**src/rtl/sprot_pkg.sv**
```systemverilog
package sprot_pkg;
    localparam int KEY_W = 64;

    typedef enum logic [1:0] {
        LK_HOLD,
        LK_SET,
        LK_TRY
    } lock_cmd_e;

    typedef struct packed {
        logic locked;
        logic pw_err;
    } lock_state_t;
endpackage

```
**src/rtl/sprot_dyn_bank.sv**
```systemverilog
module sprot_dyn_bank #(
    parameter int NUM_SECT = 16,
    localparam int SEC_W = $clog2(NUM_SECT)
) (
    input  logic                clk,
    input  logic                rst_n,
    input  logic [SEC_W-1:0]    sec_idx,
    input  logic                dyn_set,
    input  logic                dyn_clr,
    output logic [NUM_SECT-1:0] bits_q
);
    logic [NUM_SECT-1:0] bits_d;

    // one next-value slice per sector
    for (genvar s = 0; s < NUM_SECT; s++) begin : g_sect
        logic hit;
        assign hit = (sec_idx == SEC_W'(s));
        always_comb begin
            bits_d[s] = bits_q[s];
            if (hit && dyn_set) begin
                bits_d[s] = 1'b1;
            end else if (hit && dyn_clr) begin
                bits_d[s] = 1'b0;
            end
        end
    end

    always_ff @(posedge clk) begin
        if (!rst_n) begin
            bits_q <= '1;
        end else begin
            bits_q <= bits_d;
        end
    end
endmodule

```
**src/rtl/sprot_pers_bank.sv**
```systemverilog
module sprot_pers_bank #(
    parameter int NUM_SECT = 16,
    localparam int SEC_W = $clog2(NUM_SECT)
) (
    input  logic                clk,
    input  logic                rst_n,
    input  logic                frozen,
    input  logic                nv_load,
    input  logic [NUM_SECT-1:0] nv_bits,
    input  logic [SEC_W-1:0]    sec_idx,
    input  logic                pers_prog,
    input  logic                pers_erase_all,
    output logic [NUM_SECT-1:0] bits_q,
    output logic                rej_q
);
    typedef struct packed {
        logic [NUM_SECT-1:0] bits;
        logic                rej;
    } pers_state_t;

    pers_state_t st_d, st_q;
    logic        edit;

    assign edit = pers_prog | pers_erase_all;

    always_comb begin
        st_d     = st_q;
        st_d.rej = 1'b0;
        if (nv_load) begin
            st_d.bits = nv_bits;
        end else if (edit && frozen) begin
            st_d.rej = 1'b1;
        end else if (pers_erase_all) begin
            st_d.bits = '0;
        end else if (pers_prog) begin
            st_d.bits[sec_idx] = 1'b1;
        end
    end

    always_ff @(posedge clk) begin
        if (!rst_n) begin
            st_q <= '0;
        end else begin
            st_q <= st_d;
        end
    end

    assign bits_q = st_q.bits;
    assign rej_q  = st_q.rej;
endmodule

```
**src/rtl/sprot_lock_ctrl.sv**
```systemverilog
module sprot_lock_ctrl
    import sprot_pkg::*;
(
    input  logic             clk,
    input  logic             rst_n,
    input  logic             pw_mode,
    input  logic             lock_set,
    input  logic             unlock_req,
    input  logic [KEY_W-1:0] pw_cand,
    input  logic [KEY_W-1:0] pw_stored,
    output logic             locked_q,
    output logic             pw_err_q
);
    lock_state_t st_d, st_q;
    lock_cmd_e   cmd;
    logic        key_match;

    assign key_match = (pw_cand == pw_stored);

    always_comb begin
        if (lock_set) begin
            cmd = LK_SET;
        end else if (unlock_req && pw_mode) begin
            cmd = LK_TRY;
        end else begin
            cmd = LK_HOLD;
        end
    end

    always_comb begin
        st_d        = st_q;
        st_d.pw_err = 1'b0;
        unique case (cmd)
            LK_SET: st_d.locked = 1'b1;
            LK_TRY: begin
                if (key_match) begin
                    st_d.locked = 1'b0;
                end else begin
                    st_d.pw_err = 1'b1;
                end
            end
            default: ;
        endcase
    end

    always_ff @(posedge clk) begin
        if (!rst_n) begin
            st_q.locked <= pw_mode;
            st_q.pw_err <= 1'b0;
        end else begin
            st_q <= st_d;
        end
    end

    assign locked_q = st_q.locked;
    assign pw_err_q = st_q.pw_err;
endmodule

```
**src/rtl/sprot_gate.sv**
```systemverilog
module sprot_gate
    import sprot_pkg::*;
#(
    parameter int NUM_SECT = 16,
    localparam int SEC_W = $clog2(NUM_SECT)
) (
    input  logic                clk,
    input  logic                rst_n,
    input  logic                pw_mode,
    input  logic [KEY_W-1:0]    pw_stored,
    input  logic [SEC_W-1:0]    sec_idx,
    input  logic                prog_req,
    input  logic                erase_req,
    input  logic                dyn_set,
    input  logic                dyn_clr,
    input  logic                nv_load,
    input  logic [NUM_SECT-1:0] nv_bits,
    input  logic                pers_prog,
    input  logic                pers_erase_all,
    input  logic                lock_set,
    input  logic                unlock_req,
    input  logic [KEY_W-1:0]    pw_cand,
    output logic                prog_ok,
    output logic                prog_deny,
    output logic                erase_ok,
    output logic                erase_deny,
    output logic [NUM_SECT-1:0] dyn_bits,
    output logic [NUM_SECT-1:0] pers_bits,
    output logic                locked,
    output logic                pw_err,
    output logic                pers_rej
);
    logic guarded;

    sprot_lock_ctrl u_lock (
        .clk        (clk),
        .rst_n      (rst_n),
        .pw_mode    (pw_mode),
        .lock_set   (lock_set),
        .unlock_req (unlock_req),
        .pw_cand    (pw_cand),
        .pw_stored  (pw_stored),
        .locked_q   (locked),
        .pw_err_q   (pw_err)
    );

    sprot_dyn_bank #(.NUM_SECT(NUM_SECT)) u_dyn (
        .clk     (clk),
        .rst_n   (rst_n),
        .sec_idx (sec_idx),
        .dyn_set (dyn_set),
        .dyn_clr (dyn_clr),
        .bits_q  (dyn_bits)
    );

    sprot_pers_bank #(.NUM_SECT(NUM_SECT)) u_pers (
        .clk            (clk),
        .rst_n          (rst_n),
        .frozen         (locked),
        .nv_load        (nv_load),
        .nv_bits        (nv_bits),
        .sec_idx        (sec_idx),
        .pers_prog      (pers_prog),
        .pers_erase_all (pers_erase_all),
        .bits_q         (pers_bits),
        .rej_q          (pers_rej)
    );

    // either layer blocks the addressed sector
    always_comb begin
        guarded    = dyn_bits[sec_idx] | pers_bits[sec_idx];
        prog_ok    = prog_req & ~guarded;
        prog_deny  = prog_req & guarded;
        erase_ok   = erase_req & ~guarded;
        erase_deny = erase_req & guarded;
    end
endmodule

```
**config.mk**
```make
export PLATFORM = sky130hd
export DESIGN_NAME = sprot_gate
export DESIGN_NICKNAME = d
export VERILOG_FILES = /design/src/rtl/sprot_pkg.sv /design/src/rtl/sprot_dyn_bank.sv /design/src/rtl/sprot_pers_bank.sv /design/src/rtl/sprot_lock_ctrl.sv /design/src/rtl/sprot_gate.sv
export SDC_FILE = /design/constraint.sdc
export NUM_CORES = 1
export LEC_CHECK = 0
export ABC_CLOCK_PERIOD_IN_PS = 2300
export BUFFER_PORTS_ARGS = -buffer_cell sky130_fd_sc_hd__buf_4
export CAP_MARGIN = 10
export CORE_MARGIN = 8
export CORE_UTILIZATION = 39
export CTS_CLUSTER_DIAMETER = 100
export DETAILED_ROUTE_END_ITERATION = 8
export PLACE_DENSITY_LB_ADDON = 0.05
export SYNTH_ARGS = -nofsm -noshare
export SYNTH_HDL_FRONTEND = slang
export SYNTH_SLANG_ARGS = --single-unit
```
**constraint.sdc**
```tcl
create_clock -name clk -period 2.3 [get_ports clk]
set_clock_uncertainty 0.05 [all_clocks]
set_input_delay 0.345 -clock clk [delete_from_list [all_inputs] [get_ports clk]]
set_output_delay 0.345 -clock clk [all_outputs]
set_load 0.01 [all_outputs]
```
After elaboration in Yosys (flattened, before gate mapping):

Index checks and enable logic that the tools add are counted.

* add/subtract/negate cells: 0
* multipliers: 0
* div/mod/pow operators: 0
* $lt $le $gt $ge: 2
* equality and inequality tests: 21
* shifts and indexed selects: 0
* mux-type cells: 18
* bitwise operators: 9
* reduce and logical (&&, ||, !) cells: 57

Operator list (number)
* equality test 64 bit: 1
* two-way mux 16 bit: 4
* logical AND 1 bit: 35
* OR reduction 2 bit: 17
* equality test 4 bit (second input constant): 8
* equality test 4 x 3 -> 1 bit (second input constant): 4
* OR 16 bit: 1
* binary-select mux 1 bit (select 4 bit): 2
* equality test 4 x 2 -> 1 bit (second input constant): 2
* two-way mux 1 bit: 7
* two-way mux 2 bit: 3
* AND reduction 2 bit: 3
* less-than comparator 4 x 5 -> 1 bit (second input constant): 1
* AND 1 bit: 4
* demux 1 bit (select 4 bit): 1
* equality test 4 x 1 -> 1 bit (second input constant): 1
* greater-or-equal comparator 4 x 1 -> 1 bit (second input constant): 1
* zero test 4 bit: 1
* inequality test 3 x 1 -> 1 bit (second input constant): 1
* inequality test 3 x 2 -> 1 bit (second input constant): 1
* nonzero test 3 bit: 1
* equality test 2 x 1 -> 1 bit (second input constant): 1
* equality test 2 bit (second input constant): 1
* inequality test 2 bit (second input constant): 1
* other kinds (3): 5

* register bits after elaboration: 35
* bits in latches: 0
* memory bits (writable): 0
* bits in read-only memories: 0
* bits of input ports: 160
* output and inout bits: 39
* word-level logic and storage cells: 127
* memories: 0

Depth between registers and ports, before layout:

* depth after elaboration: 9
* gate-level depth with buffers: 7
* depth with buffers taken out: 5

Cells and area by module:

From an unflattened synthesis, not the netlist that was laid out.

* cell total of the unflattened synthesis: 281
* area total of the unflattened synthesis: 2501.1 µm²

By module, submodules not included
* sprot_pers_bank: times used 1, cells an instance 88, area an instance 828.3 µm², sequential area each 340.3 µm²
* sprot_lock_ctrl: times used 1, cells an instance 92, area an instance 782.0 µm², sequential area each 50.0 µm²
* sprot_dyn_bank: times used 1, cells an instance 63, area an instance 615.6 µm², sequential area each 320.3 µm²
* sprot_gate: times used 1, cells an instance 38, area an instance 275.3 µm², sequential area each 0.0 µm²

Worst setup path before layout:

Ideal clock, no wire load.

* kind: input -> output
* start: input sec_idx[0]
* end: output erase_ok
* arrival time: 1.494 ns
* data required time: 1.905 ns
* slack: 0.411 ns
* cell stages on the path: 6
* path buffers: 1
* cells stage by stage: buf_6 > nor3_1 > a21oi_1 > mux4_2 > mux2i_1 > and2_1

* longest elaborated chain between the ends: 5
* elaborated cells between the ends (all ways): 7
* those cells by class: mux: 4; bitwise: 3

RTL lines
* start, declared: RTL line sprot_gate.sv:11 `input logic [SEC_W-1:0] sec_idx,`
* binary-select mux 1 bit (select 4 bit): RTL line sprot_gate.sv:71 `guarded = dyn_bits[sec_idx] | pers_bits[sec_idx];`
* two-way mux 1 bit (implied by the code): RTL line sprot_gate.sv:71
* OR 1 bit *: RTL line sprot_gate.sv:71
* inverter 1 bit *: RTL line sprot_gate.sv:74 `erase_ok = erase_req & ~guarded;`
* AND 1 bit *: RTL line sprot_gate.sv:74
* end, declared: RTL line sprot_gate.sv:25 `output logic erase_ok,`

Every way passes the cells marked *; elsewhere a longest branch is shown, timed or not. The select of a mux whose other input is x is not followed.

Final worst setup path:

* start: register u_pers.st_q (netlist bit u_pers.bits_q[1])
* end: output erase_ok

* longest elaborated chain between the ends: 5

RTL lines
* start, declared: RTL line sprot_pers_bank.sv:21 `pers_state_t st_d, st_q;`
* start signal, assigned: RTL line sprot_pers_bank.sv:44 `st_q <= st_d;`
* binary-select mux 1 bit (select 4 bit): RTL line sprot_gate.sv:71
* two-way mux 1 bit (implied by the code): RTL line sprot_gate.sv:71
* OR 1 bit: RTL line sprot_gate.sv:71
* inverter 1 bit: RTL line sprot_gate.sv:74
* AND 1 bit: RTL line sprot_gate.sv:74

Every way passes these cells. The select of a mux whose other input is x is not followed.

==> reports/qor.yml <==
run_status: "finished clean"
num_vias: 2938
layout_common_cells: "buf_4 (201), xor2_1 (64), nor2_1 (41), nor4_1 (19), dfxtp_2 (19)"
pwr_density_cell_nw_per_um2: 425.5
core_area_um2: 5921
holdCritPathClass: "in2reg"
dpl_cell_area_um2: 3941
report.final.slew_viol_count: 0
worst_pin_slew_ns: 0.5180
final_common_cell: "buf_4"
dieHeight_um: 94.47
wl_per_cell_um: 19.71
drtIter0Drc: 129
synth_seq_cells: 35
grt_max_degree: 27
area_growth_pct: 72.07
fmax_mhz: 447.2
cp.buffers_inverters: 1
max_cap_viol_count: 0
drive_above_1_share_pct: 50.53
synth_nets: 441
cp_top_family: "multiplexers"
finalInstanceArea_um2: 4131
start_kind: "flip-flop"
synth_seq_area_share_pct: 29.60
synthesis.area_um2: 2401
period_minus_slack_ns: 2.236
h-tree-depth: 2
setup_viol: 0
critPathMaxStageDelay_ns: 0.51
slew_headroom_pct: 65.20
seqPwrFrac_pct: 37.4
fin_nets: 634
start_util_pct: 40.55
first_pass_iters: 4
swShare_pct: 26.26
p_int_mw: 1.296
grt_pass1_vias: 3037
syn_inst: 281
drc: 0
clk_pin_slew_ns: 0.07
finalCritPeriodShare_pct: 97.22
power_mw: 1.758
clockPowerShare_pct: 32.7
clockBufferDepth: 2
num_rows: 28
finalHoldViolCount: 0
gp_congestion: 0.8480
arrival_ns: 1.84
cts_tree: "built"
portBuffers: 198
p_comb_share_pct: 29.9
ir_worst_vdd_mv: 0.4140
utilization_pct: 69.78
cp-end-kind: "primary output"
yosysWarnings: 0
wl_um: 10840
clock-sinks: 35
grt_pass1_wl_um: 15930
ios: 199
cp.required_ns: 1.90
p_leak_nw: 1.921
holdWs_ns: 0.3005
diodes: 0
ys_types: 28
grt_use_total_pct: 22.89
power.switching_mw: 0.4616
insertion_delay_ns: 0.28
dieArea_um2: 8924
fp.dieW_um: 94.47
ant_nets: 0
dp_hpwl_um: 9067
cp_max_fo: 4
cts_buffers: 5
hold_buffers: 0
vias_per_cell: 5.342
antenna_found_initial: 0
cts_root_buffer: "clkbuf_8"
cpMaxStageDelayCell: "mux4_1"
syn_area_per_cell_um2: 8.545
worstPathCellList: "nor2_1 > mux4_1 > mux2i_2 > mux2i_4 > and2_1 > buf_4"
critPathKind: "reg2out"
grt_overflow: 0
==> cell families after synthesis <==
group	synth area share [%]
muxes	3.960
xor gates and xnor gates	23.35
AOI/OAI and AO/OA	19.59
and+or+nand+nor	19.44
DFF	29.60
buffers and inverters	4.064
==> synthesized netlist by cell type <==
cell type / instances / area (µm²)
buf_6: 2 / 22.52
xor2_1: 64 / 560.5
o21a_1: 1 / 7.510
nand4_1: 4 / 25.02
and2_1: 2 / 12.51
a221o_1: 16 / 160.2
buf_1: 2 / 7.510
edfxtp_1: 1 / 30.03
clkinv_1: 1 / 3.750
inv_1: 3 / 11.26
buf_2: 3 / 15.01
a22o_1: 16 / 140.1
dfxtp_1: 34 / 680.7
nor4_1: 19 / 118.9
nand2b_1: 3 / 18.77
o21bai_1: 1 / 7.510
or2b_1: 1 / 7.510
nor2_1: 42 / 157.7
a22oi_1: 16 / 120.1
mux4_2: 1 / 22.52
mux4_1: 2 / 52.55
a21oi_1: 5 / 25.02
clkbuf_1: 10 / 37.54
nor3_1: 10 / 50.05
nand2_1: 18 / 67.56
nand4b_1: 1 / 8.760
mux2i_1: 2 / 20.02
a311o_1: 1 / 10.01
==> final timing paths <==
kind,startpoint,endpoint,slack [ns],cells past startpoint
max reg2reg,u_lock.locked_q,u_pers.bits_q[0],1.05,5
max,u_pers.bits_q[1],erase_ok,0.06,6
min reg2reg,u_dyn.bits_q[0],u_dyn.bits_q[0],0.45,1
min,pw_mode,u_lock.locked_q,0.30,2
==> per-layer routing <==
metal,wire length (µm),track usage (%),vias up
met3,1369,12.06,20
met5,0,0,-
li1,-,-,1406
met4,334,8.973,0
met2,5788,42.41,141
met1,3346,20.44,1371
==> through the flow <==
| stage | std cells | TNS (ns) | worst slack [ns] |
|---|---|---|---|
| floorplan | 281 | 0 | 0.4110 |
| detailed placement | 541 | 0 | 0.1381 |
| global route | 550 | -0.002174 | -0.002174 |
| finish | 550 | 0 | 0.06390 |
| CTS | 549 | 0 | 0.003497 |
| global placement | 541 | 0 | 0.1501 |
==> state kept, by name, indices dropped and copies added (netlist names) <==
signal	flops
u_dyn.bits_q	16
u_pers.bits_q	16
u_lock.locked_q	1
u_lock.pw_err_q	1
u_pers.rej_q	1
==> layout make-up <==
class	count	area, µm²
repair buffers	203	1540
clock inverters	2	35.03
clock buffers	6	82.58
fillers	519	1789
flip-flops and latches	35	734.5
inverters	4	15.01
well taps	75	93.84
multi-input cells	225	1630
==> power by group through the flow <==
stage	registers [mW]	logic [mW]	clock network [mW]
after global routing	0.660	0.567	0.612
after CTS	0.653	0.524	0.584
final	0.657	0.526	0.574
after detailed placement	0.667	0.521	0
after floorplan	0.674	0.198	0
after global placement	0.667	0.511	0
==> timing repair <==
item | 4_1_cts | 5_1_grt
setup endpoints to repair | 2 | 4
resized for setup | 2 | 28
buffers inserted | 0 | 1
pin swaps | 0 | 3
Power figures use the tool's default switching activity.
